--- src/rtl/mxbus_pkg.sv ---
package mxbus_pkg;

  typedef enum logic [1:0] {
    CYC_IDLE  = 2'd0,
    CYC_READ  = 2'd1,
    CYC_WRITE = 2'd2
  } cyc_kind_t;

  // tick index of a point given in eighths of the E period
  function automatic int unsigned eighth_tick(input int unsigned eighths,
                                              input int unsigned tick_w);
    return (eighths << tick_w) / 8;
  endfunction

endpackage

--- src/rtl/mxbus_phase.sv ---
module mxbus_phase #(
  parameter int TICK_W = 3
) (
  input  logic              clk,
  input  logic              rst,
  output logic [TICK_W-1:0] ph_q,
  output logic [TICK_W-1:0] ph_n,
  output logic              e_q,
  output logic              as_q
);
  import mxbus_pkg::*;

  localparam logic [TICK_W-1:0] AS_RISE = TICK_W'(eighth_tick(1, TICK_W));
  localparam logic [TICK_W-1:0] AS_FALL = TICK_W'(eighth_tick(3, TICK_W));
  localparam logic [TICK_W-1:0] E_RISE  = TICK_W'(eighth_tick(4, TICK_W));

  // free-running tick counter, wraps once per E period
  assign ph_n = ph_q + 1'b1;

  always_ff @(posedge clk) begin
    if (rst) begin
      ph_q <= '0;
      e_q  <= 1'b0;
      as_q <= 1'b0;
    end else begin
      ph_q <= ph_n;
      e_q  <= (ph_n >= E_RISE);
      as_q <= (ph_n >= AS_RISE) && (ph_n < AS_FALL);
    end
  end
endmodule

--- src/rtl/mxbus_req.sv ---
module mxbus_req #(
  parameter int ADDR_W = 16,
  parameter int DATA_W = 8,
  parameter int TICK_W = 3
) (
  input  logic                     clk,
  input  logic                     rst,
  input  logic [TICK_W-1:0]        ph_q,
  input  logic                     req_valid,
  output logic                     req_ready,
  input  logic [ADDR_W-1:0]        req_addr,
  input  logic                     req_write,
  input  logic [DATA_W-1:0]        req_wdata,
  output mxbus_pkg::cyc_kind_t     kind_q,
  output mxbus_pkg::cyc_kind_t     kind_d,
  output logic [DATA_W-1:0]        alo_d,
  output logic [DATA_W-1:0]        wdat_d,
  output logic [ADDR_W-DATA_W-1:0] hi_q,
  output logic                     rw_q
);
  import mxbus_pkg::*;

  localparam int HI_W = ADDR_W - DATA_W;

  logic [DATA_W-1:0] alo_q;
  logic [DATA_W-1:0] wdat_q;
  logic [HI_W-1:0]   hi_d;
  logic              rw_d;

  // the accept window is tick 0 only
  assign req_ready = (ph_q == '0);

  always_comb begin
    kind_d = kind_q;
    alo_d  = alo_q;
    wdat_d = wdat_q;
    hi_d   = hi_q;
    rw_d   = rw_q;
    if (req_ready) begin
      if (req_valid) begin
        kind_d = req_write ? CYC_WRITE : CYC_READ;
        alo_d  = req_addr[DATA_W-1:0];
        wdat_d = req_wdata;
        hi_d   = req_addr[ADDR_W-1:DATA_W];
        rw_d   = ~req_write;
      end else begin
        kind_d = CYC_IDLE;
        rw_d   = 1'b1;
      end
    end
  end

  always_ff @(posedge clk) begin
    if (rst) begin
      kind_q <= CYC_IDLE;
      alo_q  <= '0;
      wdat_q <= '0;
      hi_q   <= '0;
      rw_q   <= 1'b1;
    end else begin
      kind_q <= kind_d;
      alo_q  <= alo_d;
      wdat_q <= wdat_d;
      hi_q   <= hi_d;
      rw_q   <= rw_d;
    end
  end
endmodule

--- src/rtl/mxbus_port.sv ---
module mxbus_port #(
  parameter int DATA_W = 8,
  parameter int TICK_W = 3
) (
  input  logic                 clk,
  input  logic                 rst,
  input  logic [TICK_W-1:0]    ph_q,
  input  logic [TICK_W-1:0]    ph_n,
  input  mxbus_pkg::cyc_kind_t kind_q,
  input  mxbus_pkg::cyc_kind_t kind_d,
  input  logic [DATA_W-1:0]    alo_d,
  input  logic [DATA_W-1:0]    wdat_d,
  input  logic [DATA_W-1:0]    ad_in,
  output logic [DATA_W-1:0]    ad_out,
  output logic                 ad_oe,
  output logic                 rd_valid,
  output logic [DATA_W-1:0]    rd_data
);
  import mxbus_pkg::*;

  localparam logic [TICK_W-1:0] AS_RISE = TICK_W'(eighth_tick(1, TICK_W));
  localparam logic [TICK_W-1:0] AS_FALL = TICK_W'(eighth_tick(3, TICK_W));
  localparam logic [TICK_W-1:0] WD_ON   = TICK_W'(eighth_tick(5, TICK_W));
  localparam logic [TICK_W-1:0] LAST    = {TICK_W{1'b1}};

  logic addr_win_n, data_win_n, oe_n;

  // windows are evaluated for the tick that starts at the next edge
  always_comb begin
    addr_win_n = (ph_n >= AS_RISE) && (ph_n <= AS_FALL);
    // write data: one eighth after E rises, to one eighth after E falls
    data_win_n = (ph_n >= WD_ON) || (ph_n < AS_RISE);
    oe_n = (addr_win_n && (kind_d != CYC_IDLE)) ||
           (data_win_n && (kind_d == CYC_WRITE));
  end

  always_ff @(posedge clk) begin
    if (rst) begin
      ad_out   <= '0;
      ad_oe    <= 1'b0;
      rd_valid <= 1'b0;
      rd_data  <= '0;
    end else begin
      ad_out   <= addr_win_n ? alo_d : wdat_d;
      ad_oe    <= oe_n;
      rd_valid <= (ph_q == LAST) && (kind_q == CYC_READ);
      if ((ph_q == LAST) && (kind_q == CYC_READ)) rd_data <= ad_in;
    end
  end
endmodule

--- src/rtl/mxbus_seq.sv ---
module mxbus_seq #(
  parameter int ADDR_W = 16,
  parameter int DATA_W = 8,
  parameter int TICK_W = 3
) (
  input  logic                     clk,
  input  logic                     rst,
  input  logic                     req_valid,
  output logic                     req_ready,
  input  logic [ADDR_W-1:0]        req_addr,
  input  logic                     req_write,
  input  logic [DATA_W-1:0]        req_wdata,
  output logic                     rd_valid,
  output logic [DATA_W-1:0]        rd_data,
  output logic                     bus_e,
  output logic                     bus_as,
  output logic                     bus_rw,
  output logic [ADDR_W-DATA_W-1:0] bus_addr_hi,
  output logic [DATA_W-1:0]        bus_ad_out,
  output logic                     bus_ad_oe,
  input  logic [DATA_W-1:0]        bus_ad_in
);
  import mxbus_pkg::*;

  logic [TICK_W-1:0] ph_q, ph_n;
  cyc_kind_t         kind_q, kind_d;
  logic [DATA_W-1:0] alo_d, wdat_d;

  mxbus_phase #(.TICK_W(TICK_W)) u_phase (
    .clk (clk), .rst (rst), .ph_q (ph_q), .ph_n (ph_n),
    .e_q (bus_e), .as_q (bus_as)
  );

  mxbus_req #(.ADDR_W(ADDR_W), .DATA_W(DATA_W), .TICK_W(TICK_W)) u_req (
    .clk (clk), .rst (rst), .ph_q (ph_q),
    .req_valid (req_valid), .req_ready (req_ready), .req_addr (req_addr),
    .req_write (req_write), .req_wdata (req_wdata),
    .kind_q (kind_q), .kind_d (kind_d), .alo_d (alo_d), .wdat_d (wdat_d),
    .hi_q (bus_addr_hi), .rw_q (bus_rw)
  );

  mxbus_port #(.DATA_W(DATA_W), .TICK_W(TICK_W)) u_port (
    .clk (clk), .rst (rst), .ph_q (ph_q), .ph_n (ph_n),
    .kind_q (kind_q), .kind_d (kind_d), .alo_d (alo_d), .wdat_d (wdat_d),
    .ad_in (bus_ad_in), .ad_out (bus_ad_out), .ad_oe (bus_ad_oe),
    .rd_valid (rd_valid), .rd_data (rd_data)
  );
endmodule

--- config.mk ---
export PLATFORM = sky130hd
export DESIGN_NAME = mxbus_seq
export DESIGN_NICKNAME = d
export VERILOG_FILES = /design/src/rtl/mxbus_pkg.sv /design/src/rtl/mxbus_phase.sv /design/src/rtl/mxbus_req.sv /design/src/rtl/mxbus_port.sv /design/src/rtl/mxbus_seq.sv
export SDC_FILE = /design/constraint.sdc
export NUM_CORES = 1
export LEC_CHECK = 0
export BUFFER_PORTS_ARGS = -buffer_cell sky130_fd_sc_hd__clkbuf_2
export CAP_MARGIN = 20
export CORE_ASPECT_RATIO = 0.75
export CORE_MARGIN = 2
export CORE_UTILIZATION = 49
export DETAILED_ROUTE_END_ITERATION = 16
export PLACE_DENSITY = 0.79
export SLEW_MARGIN = 20
export SYNTH_ARGS = -nofsm -noshare
export SYNTH_HDL_FRONTEND = slang
export SYNTH_SLANG_ARGS = --single-unit
--- constraint.sdc ---
create_clock -name clk -period 2.29 [get_ports clk]
set_clock_uncertainty 0.15 [all_clocks]
set_input_delay 0.458 -clock clk [delete_from_list [all_inputs] [get_ports clk]]
set_output_delay 0.458 -clock clk [all_outputs]
set_load 0.01 [all_outputs]
==> results of run 1 <==
[sequential cells by signal (all words and copies together), names as in the netlist]
register / count
u_port.ad_out: 8
u_phase.as_q: 1
u_port.rd_valid: 1
u_req.kind_q: 2
u_req.hi_q: 8
u_req.alo_q: 8
u_req.wdat_q: 8
u_port.rd_data: 8
u_phase.ph_q: 2
u_port.ad_oe: 1
u_req.rw_q: 1
u_phase.e_q: 1
[logic make-up after synthesis]
family                     after synthesis  synth area share, %
AOI/OAI and AO/OA                       39                 14.4
adders and majority gates                4                 2.66
buffers and inverters                   17                 4.46
DFF                                     49                 52.2
muxes                                   16                 8.53
and+or+nand+nor                         73                 17.7
[worst max-delay path by stage]
| stage | startpoint | to | cells after the start |
|---|---|---|---|
| 2_1_floorplan | u_phase.ph_q[0] | u_port.ad_out[7] | 7 |
| 3_3_place_gp | u_phase.ph_q[0] | u_port.ad_out[5] | 7 |
| 3_5_place_dp | u_phase.ph_q[0] | u_port.ad_out[5] | 7 |
| 4_1_cts | u_phase.ph_q[0] | u_port.ad_out[5] | 7 |
| 5_1_grt | u_phase.ph_q[0] | u_port.ad_out[0] | 7 |
| 6_report | u_phase.ph_q[0] | u_port.ad_out[5] | 7 |
[power by group]
part,switching [µW],internal [µW],total (µW)
registers,26.7,916,943
logic,180,147,327
clock network,260,240,500
total,467,1300,1770
[cells in the mapped netlist (all sizes together)]
cell type	instances
nand2b	2
and2	8
ha	4
and3b	1
a22o	1
nor4	1
nor3b	1
clkbuf	5
o21bai	1
o21ai	1
a21oi	18
nor2	19
nor2b	3
nand2	36
a211oi	17
dfxtp	49
nor4bb	1
a31o	1
buf	8
inv	4
nand3b	1
mux2i	16
[worst max-delay path, delay by kind of cell (launching register included)]
| kind | cells | cell delay, ns |
|---|---|---|
| flip-flops | 1 | 0.40 |
| adder cells (fa/ha/maj) | 1 | 0.35 |
| AND/OR/NAND/NOR | 1 | 0.34 |
| AO/OA/AOI/OAI | 3 | 0.39 |
| buffers and inverters | 2 | 0.31 |
[metal layers]
layer	vias to the layer above	wire (µm)
li1	791	-
met1	666	1750
met2	49	1530
met3	5	310
met4	0	44
met5	-	0
[metrics by stage]
| step | hold slack, ns | utilization (%) | cells |
|---|---|---|---|
| after floorplan | 0.286 | - | 198 |
| after global placement | 0.292 | 61.4 | 307 |
| after detailed placement | 0.299 | 61.4 | 307 |
| after CTS | 0.209 | 63.8 | 314 |
| after global routing | 0.230 | 63.8 | 314 |
| final | 0.222 | 63.8 | 314 |
[cell type report]
| cell class | instances | share of cell area [%] |
|---|---|---|
| Sequential cell | 49 | 42.0 |
| Clock buffer | 7 | 3.70 |
| Multi-Input combinational cell | 132 | 34.8 |
| Inverter | 4 | 0.643 |
| Tap cell | 52 | 2.79 |
| Timing Repair Buffer | 70 | 16.1 |
==> metrics.csv, run 1 <==
stage,metric,value,unit
run_status,status,"finished, final reports clean",
logic_synthesis,"top cells by area, synth","dfxtp_1 (52%), mux2i_1 (8.5%), nand2_1 (7.2%), a211oi_1 (5.6%), a21oi_1 (4.8%)",
floorplanning,number of I/O pins,66,
floorplanning,Die Y,57.6,µm
clocking,clk_lat worst skew,0.30,ns
drt,vias per cell,4.81,
clocking,clock sink total,49,
sta,Pins Over Slew Limit,0,
grt,busiest layer in global routing,met2,
sta,Final Setup Violations,0,
logic_synthesis,Synth Area per Inst,9.49,µm²
grt,largest net degree at the start of global routing,26,
grt,global-route wire length before repair,5.95,mm
logic_synthesis,Yosys top cell by area,dfxtp_1,
placed_design,hpwl dp,2.66,mm
logic_synthesis,Synth Instances,198,
worst_setup_path,Worst Setup End Kind,register,
sta,Max transition margin,62.8,%
pwr,VDD IR-drop max,0.397,mV
logic_synthesis,Synth Warn #,0,
clocking,Post CTS Setup Buffer Count,0,
worst_hold_path,hold_sp,req_addr[8],
clocking,TritonCTS clock tree,built,
worst_setup_path,CP Class,register to register,
pwr,Leak Pwr,0.00109,µW
logic_synthesis,net count after synthesis,238,
grt,GRT Residual Overflow,0,
drt,Initial DRC Count,49,
worst_setup_path,Worst path slowest cell,dfxtp_1,
final_layout,fin area,2340,µm²
floorplanning,Initial Util,51.3,%
logic_synthesis,Synth Register Bits,49,
clocking,Worst-path clk slew,0.08,ns
grt,Global Route Usage Sum,18.1,%
logic_synthesis,"Distinct cells, synth",28,
worst_hold_path,hold depth,3,
worst_setup_path,worst r2r path cells,7,
sta,Fin. Hold Viols,0,
worst_setup_path,RR Startpoint,u_phase.ph_q[0],
sta,fin crit period,2.09,ns
floorplanning,Core ar.,3660,µm²
drt,drt drc,0,
placed_design,Post-DP Area,2250,µm²
logic_synthesis,share of the synthesized area in the top cell type,52.2,%
sta,Worst Tran Pin Value,0.558,ns
final_layout,multi-input logic area,813,µm²
pwr,Power Dens Cells,758,nW/µm²
final_layout,most frequent cells in the layout,"clkbuf_2 (65), dfxtp_1 (49), nand2_1 (36)",
logic_synthesis,sequential fraction of the synthesis area,52.2,%
sta,fin worst setup slack,0.202,ns
worst_setup_path,R2R setup slack,0.20,ns
placed_design,I/O Buffers,65,
floorplanning,row count,19,
clocking,cts repair resizes,0,
worst_setup_path,capture point of the worst reg-to-reg path,u_port.ad_out[5],
worst_setup_path,CP peak stage delay,0.40,ns
final_layout,Fill cells,324,
clocking,Post-CTS Hold Buffers,0,
worst_setup_path,Crit path arrival time,2.10,ns
clocking,clk root buf,clkbuf_8,
sta,FMAX,0.479,GHz
clocking,Max clock buf depth,2,
placed_design,gpl congestion,0.760,
pwr,Power Total,1770,µW
final_layout,Diodes inserted,0,
worst_hold_path,hold worst-path end,u_req.hi_q[0],
drt,Routed Antenna Nets,0,
run,max-cap violation count,0,
sta,final worst-path cycle share,91.2,%
worst_setup_path,cell mode on critical path,a211oi_1,
drt,router iterations before antenna repair,4,
drt,Total Wirelength,3.63,mm
sta,setup TNS,0,ns
worst_setup_path,crit start category,register,
final_layout,FF/Latch Area,981,µm²
drt,routed via count,1511,
sta,RSZ-0062 raised after global routing,no,
worst_setup_path,Crit Path Max Fanout,17,
drt,Routed WL per cell,11.6,µm
clocking,CTS H-Tree Depth,2,
final_layout,share of layout cells above drive strength 1,30.5,%
logic_synthesis,Syn Std Cell Area,1880,µm²
placed_design,DP Worst Slack,0.234,ns
final_layout,"commonest non-fill, non-tap cell in the layout",clkbuf_2,
grt,vias in the first global route,1378,
worst_setup_path,Worst EP required,2.30,ns
worst_hold_path,Hold Path Class,input pin to register,
grt,met3 GRT Util,8.17,%
floorplanning,Die X,75.5,µm
final_layout,nets@finish,302,
worst_setup_path,crit-path cells,inv_1 > ha_1 > nor3b_2 > a211oi_4 > buf_4 > a211oi_1 > a211oi_1,
grt,met1 Usage GRT,24.1,%
grt,initial antenna violation count,0,
clocking,CTS Buf Count,5,
grt,met2 Use GR,26.6,%
final_layout,area grow syn2layout,24.4,%
floorplanning,total die area,4350,µm²
Power figures use the tool's default switching activity.
==> run 2, diff against run 1 <==
CTS_CLUSTER_SIZE = 8   (was not set)
MAX_ROUTING_LAYER = met4   (was not set)
==> run 2 against run 1 <==
Final cell count is the same; combinational power is essentially flat; flip-flop and latch count is the same; critical endpoint unchanged; highest routed layer unchanged.
==> metrics.csv, run 2 (same netlist as run 1, synthesis figures left out) <==
stage,metric,value,unit
placed_design,gpl congestion,0.770,
clocking,clk_lat worst skew,0.30,ns
grt,Global Route Usage Sum,18.6,%
final_layout,area grow syn2layout,24.4,%
worst_setup_path,Crit Path Max Fanout,17,
sta,setup TNS,0,ns
drt,Initial DRC Count,51,
floorplanning,Die X,75.5,µm
pwr,Power Dens Cells,758,nW/µm²
worst_setup_path,Worst EP required,2.30,ns
pwr,VDD IR-drop max,0.397,mV
worst_setup_path,RR Startpoint,u_phase.ph_q[0],
worst_setup_path,Crit path arrival time,2.10,ns
final_layout,Diodes inserted,0,
final_layout,share of layout cells above drive strength 1,30.5,%
run,max-cap violation count,0,
clocking,Worst-path clk slew,0.08,ns
worst_setup_path,CP Class,register to register,
clocking,cts repair resizes,0,
clocking,clock sink total,49,
clocking,Post CTS Setup Buffer Count,0,
sta,Worst Tran Pin Value,0.559,ns
clocking,Post-CTS Hold Buffers,0,
worst_setup_path,Worst Setup End Kind,register,
clocking,clk root buf,clkbuf_8,
floorplanning,row count,19,
sta,final worst-path cycle share,91.1,%
sta,Fin. Hold Viols,0,
grt,initial antenna violation count,0,
final_layout,"Core Util, Final",63.8,%
clocking,TritonCTS clock tree,built,
floorplanning,Core ar.,3660,µm²
sta,Final Setup Violations,0,
grt,largest net degree at the start of global routing,26,
run_status,status,"finished, final reports clean",
drt,router iterations before antenna repair,4,
clocking,CTS H-Tree Depth,2,
final_layout,fin area,2340,µm²
placed_design,hpwl dp,2.66,mm
drt,Routed WL per cell,11.6,µm
pwr,Leak Pwr,0.00109,µW
clocking,CTS Buf Count,5,
clocking,Max clock buf depth,2,
worst_setup_path,crit start category,register,
placed_design,I/O Buffers,65,
placed_design,Post-DP Area,2250,µm²
final_layout,"commonest non-fill, non-tap cell in the layout",clkbuf_2,
floorplanning,total die area,4350,µm²
floorplanning,number of I/O pins,66,
sta,Max transition margin,62.7,%
grt,GRT Residual Overflow,0,
worst_setup_path,Worst Setup SP,u_phase.ph_q[0],
drt,Routed Antenna Nets,0,
sta,FMAX,0.479,GHz
worst_hold_path,hold_sp,req_addr[8],
grt,global-route wire length before repair,5.95,mm
sta,fin crit period,2.09,ns
sta,RSZ-0062 raised after global routing,no,
drt,Total Wirelength,3.63,mm
sta,hold_ws,0.222,ns
worst_hold_path,Hold Path Class,input pin to register,
floorplanning,Initial Util,51.3,%
grt,vias in the first global route,1379,
drt,drt drc,0,
sta,Pins Over Slew Limit,0,
final_layout,most frequent cells in the layout,"clkbuf_2 (65), dfxtp_1 (49), nand2_1 (36)",
floorplanning,Die Y,57.6,µm
drt,vias per cell,4.81,
final_layout,nets@finish,302,
drt,routed via count,1511,
==> run 2: critical path, cell delays in order (launching register included) <==
cell and delay, ns:
dfxtp_1 0.40, inv_1 0.10, ha_1 0.35, nor3b_2 0.34
a211oi_4 0.07, buf_4 0.21, a211oi_1 0.24, a211oi_1 0.08
==> run 2: worst paths after layout <==
path,slack (ns),endpoint,depth (start not counted)
worst max-delay path,0.20,u_port.ad_out[5],7
worst min-delay path,0.22,u_req.hi_q[0],3
worst max register to register,0.20,u_port.ad_out[5],7
worst min register to register,0.31,u_req.wdat_q[0],2
==> run 2: final cells by class <==
type / instances / area (µm²)
sequential: 49 / 981
multi-input combinational: 132 / 813
clock buffer: 7 / 86.3
fill: 324 / 1330
tap: 52 / 65.1
timing repair buffer: 70 / 375
inverter: 4 / 15.0
==> run 2: metrics by stage <==
step | worst slack, ns | std cells | total power [µW]
3_5_place_dp | 0.234 | 307 | 1290
6_report | 0.203 | 314 | 1770
5_1_grt | 0.0456 | 314 | 1860
3_3_place_gp | 0.315 | 307 | 1280
2_1_floorplan | 0.358 | 198 | 1180
4_1_cts | 0.201 | 314 | 1790
==> run 2: report_power, final <==
group	leakage [µW]	switching, µW	internal (µW)	total [µW]
clock network	0.0000443	260	240	500
logic	0.000644	180	147	327
registers	0.000401	26.7	916	943
==> run 2: routing by layer <==
metal	up-vias	share of wire [%]	wire length (µm)	track usage [%]
met3	3	7.4	269	6.96
met5	-	0	0	-
met1	666	49	1790	24.9
met2	51	42	1530	26.6
met4	0	0.99	36	5.26
li1	791	-	-	-
==> run 3, diff against run 2 <==
ABC_AREA = 1   (was not set)
PLACE_DENSITY = 0.78   (was 0.79)
TNS_END_PERCENT = 20   (was not set)
==> run 3 against run 2 <==
Combinational power increased by 15%; die area increased by 6.4%; fmax increased by 0.44%; setup slack improved by 0.0092 ns.
==> metrics.csv, run 3 <==
stage,metric,value,unit
worst_setup_path,Worst EP required,1.68,ns
logic_synthesis,XOR/XNOR Fraction of Synth Area,0,%
sta,final worst-path cycle share,90.7,%
final_layout,share of layout cells above drive strength 1,32.3,%
logic_synthesis,async set or reset register ratio after synthesis,0,%
clocking,clk root buf,clkbuf_8,
pwr,Leak Pwr,0.00125,µW
final_layout,most frequent cells in the layout,"nand2_1 (72), clkbuf_2 (65), dfxtp_1 (49)",
worst_setup_path,CP Class,register to primary output,
final_layout,post-route insts no fill,374,
final_layout,"Core Util, Final",61.3,%
clocking,CTS Buf Count,5,
drt,routed via count,1704,
placed_design,gpl congestion,0.815,
sta,setup TNS,0,ns
sta,fin worst setup slack,0.212,ns
sta,Fin. Hold Viols,0,
logic_synthesis,most instantiated library cell after synthesis,nand2_1,
placed_design,DP Worst Slack,0.332,ns
worst_setup_path,R2R setup slack,0.34,ns
clocking,TritonCTS clock tree,built,
grt,met2 Use GR,30.3,%
grt,met3 GRT Util,4.73,%
logic_synthesis,Synth Warn #,0,
sta,Max transition margin,65.2,%
logic_synthesis,Post-synth top flop,dfxtp_1,
clocking,clock sink total,49,
logic_synthesis,Post-synth EDFFs,0,
worst_setup_path,crit start category,register,
floorplanning,number of I/O pins,66,
sta,Worst Tran Pin Value,0.518,ns
logic_synthesis,share of the synthesized area in the top cell type,48.9,%
worst_hold_path,Hold Path Class,input pin to register,
pwr,VDD IR-drop max,0.395,mV
logic_synthesis,Synth Instances,253,
logic_synthesis,net count after synthesis,293,
clocking,cts repair resizes,0,
grt,vias in the first global route,1553,
grt,GRT Residual Overflow,0,
logic_synthesis,adder-cell share of the synthesized area,2.50,%
worst_setup_path,Worst Setup End Kind,primary output,
final_layout,nets@finish,358,
worst_setup_path,capture point of the worst reg-to-reg path,u_port.ad_out[7],
floorplanning,total die area,4630,µm²
worst_hold_path,hold depth,3,
clocking,Post-CTS Hold Buffers,0,
logic_synthesis,"top cells by count, synth","nand2_1 (72), dfxtp_1 (49), nor2_1 (40)",
clocking,Post CTS Setup Buffer Count,0,
sta,Pins Over Slew Limit,0,
drt,Total Wirelength,3.93,mm
worst_setup_path,Crit Path Max Fanout,5,
drt,vias per cell,4.56,
logic_synthesis,compound-cell area share of the yosys netlist,10.7,%
pwr,Power Dens Cells,800,nW/µm²
run,max-cap violation count,0,
grt,met1 Usage GRT,23.5,%
drt,Routed Antenna Nets,0,
floorplanning,row count,20,
final_layout,"commonest non-fill, non-tap cell in the layout",nand2_1,
worst_setup_path,RR Startpoint,u_phase.ph_q[0],
grt,global-route wire length before repair,6.58,mm
run_status,status,"finished, final reports clean",
worst_hold_path,hold worst-path end,u_port.rd_data[7],
logic_synthesis,Synth Register Bits,49,
grt,largest net degree at the start of global routing,30,
logic_synthesis,post-synthesis mux area share,0,%
worst_setup_path,worst r2r path cells,8,
grt,Global Route Usage Sum,18.8,%
final_layout,Diodes inserted,0,
clocking,Worst-path clk slew,0.08,ns
floorplanning,Initial Util,50.4,%
floorplanning,Die Y,59.4,µm
grt,initial antenna violation count,0,
sta,FMAX,0.481,GHz
worst_hold_path,hold_sp,bus_ad_in[7],
worst_setup_path,Crit path arrival time,1.47,ns
drt,Initial DRC Count,87,
clocking,CTS H-Tree Depth,2,
final_layout,area grow syn2layout,21.6,%
logic_synthesis,Yosys top cell by area,dfxtp_1,
logic_synthesis,sequential fraction of the synthesis area,48.9,%
floorplanning,Core ar.,3980,µm²
logic_synthesis,Syn Std Cell Area,2010,µm²
grt,busiest layer in global routing,met2,
logic_synthesis,"Distinct cells, synth",27,
sta,Final Setup Violations,0,
floorplanning,Die X,77.9,µm
placed_design,hpwl dp,2.79,mm
logic_synthesis,Synth Area per Inst,7.93,µm²
logic_synthesis,largest family of logic cells by synthesized area,simple AND/OR/NAND/NOR gates,
sta,fin crit period,2.08,ns
drt,router iterations before antenna repair,4,
worst_setup_path,Worst Setup SP,u_phase.ph_q[0],
clocking,clk_lat worst skew,0.30,ns
placed_design,cell total after placement,366,
sta,RSZ-0062 raised after global routing,no,
drt,drt drc,0,
drt,Routed WL per cell,10.5,µm
logic_synthesis,"top cells by area, synth","dfxtp_1 (49%), nand2_1 (13%), nor2_1 (7.5%), a21oi_1 (4.0%), o21ai_2 (3.5%)",
logic_synthesis,post-synthesis simple-gate area fraction,29.1,%
placed_design,I/O Buffers,65,
clocking,Max clock buf depth,2,
run 3: cell count changes after synthesis, moves of 4 or more:
| cell | previous run | this run |
|---|---|---|
| nand2_2 | 0 | 8 |
| clkbuf_1 | 5 | 1 |
| a211oi_1 | 14 | 1 |
| nor2_2 | 0 | 6 |
| nor2_1 | 19 | 40 |
| and2_1 | 6 | 0 |
| nand2_1 | 36 | 72 |
| inv_1 | 4 | 17 |
| o21ai_0 | 1 | 10 |
| o21ai_2 | 0 | 8 |
| mux2i_1 | 16 | 0 |
run 3: cells by family (layout without fill, tap and decap cells):
| family | Yosys count | count (layout) |
|---|---|---|
| and+or+nand+nor | 133 | 133 |
| buffers and inverters | 31 | 97 |
| adders and majority gates | 4 | 4 |
| DFF | 49 | 49 |
| AOI/OAI and AO/OA | 36 | 36 |
run 3: worst max-delay path by stage:
stage	endpoint	slack, ns	cells after the start
after global routing	req_ready	0.11	5
final	req_ready	0.21	5
after global placement	u_port.ad_out[6]	0.41	8
after floorplan	u_port.ad_out[0]	0.66	7
after detailed placement	u_port.ad_out[7]	0.33	8
after CTS	req_ready	0.20	5
run 3: power by group:
group	total (µW)	switching, µW	internal (µW)
clock	630	274	356
sequential	946	24.7	921
combinational	377	232	145
run 3: layout make-up:
cell class,count,area [µm²]
Sequential cell,49,981
Clock inverter,1,30.0
Tap cell,55,68.8
Timing Repair Buffer,67,340
Fill cell,367,1540
Inverter,22,85.1
Multi-Input combinational cell,173,848
Clock buffer,7,86.3
run 3: per-layer routing:
metal  up-vias  share of wire [%]
li1        914                  -
met1       751                 49
met2        34                 45
met3         5                4.3
met4         0                1.1
met5         -                  0
run 3: per-stage QoR:
step	power, µW	instance area [µm²]	hold slack (ns)
2_1_floorplan	1250	2010	0.301
3_3_place_gp	1340	2320	0.306
3_5_place_dp	1340	2320	0.309
4_1_cts	1970	2440	0.225
5_1_grt	2060	2440	0.235
6_report	1950	2440	0.232
run 3: critical path: stages, from the launching register on:
cell and delay [ns]:
dfxtp_1 0.43, inv_2 0.09, ha_1 0.29, nand2_1 0.17, inv_1 0.07, clkbuf_2 0.13
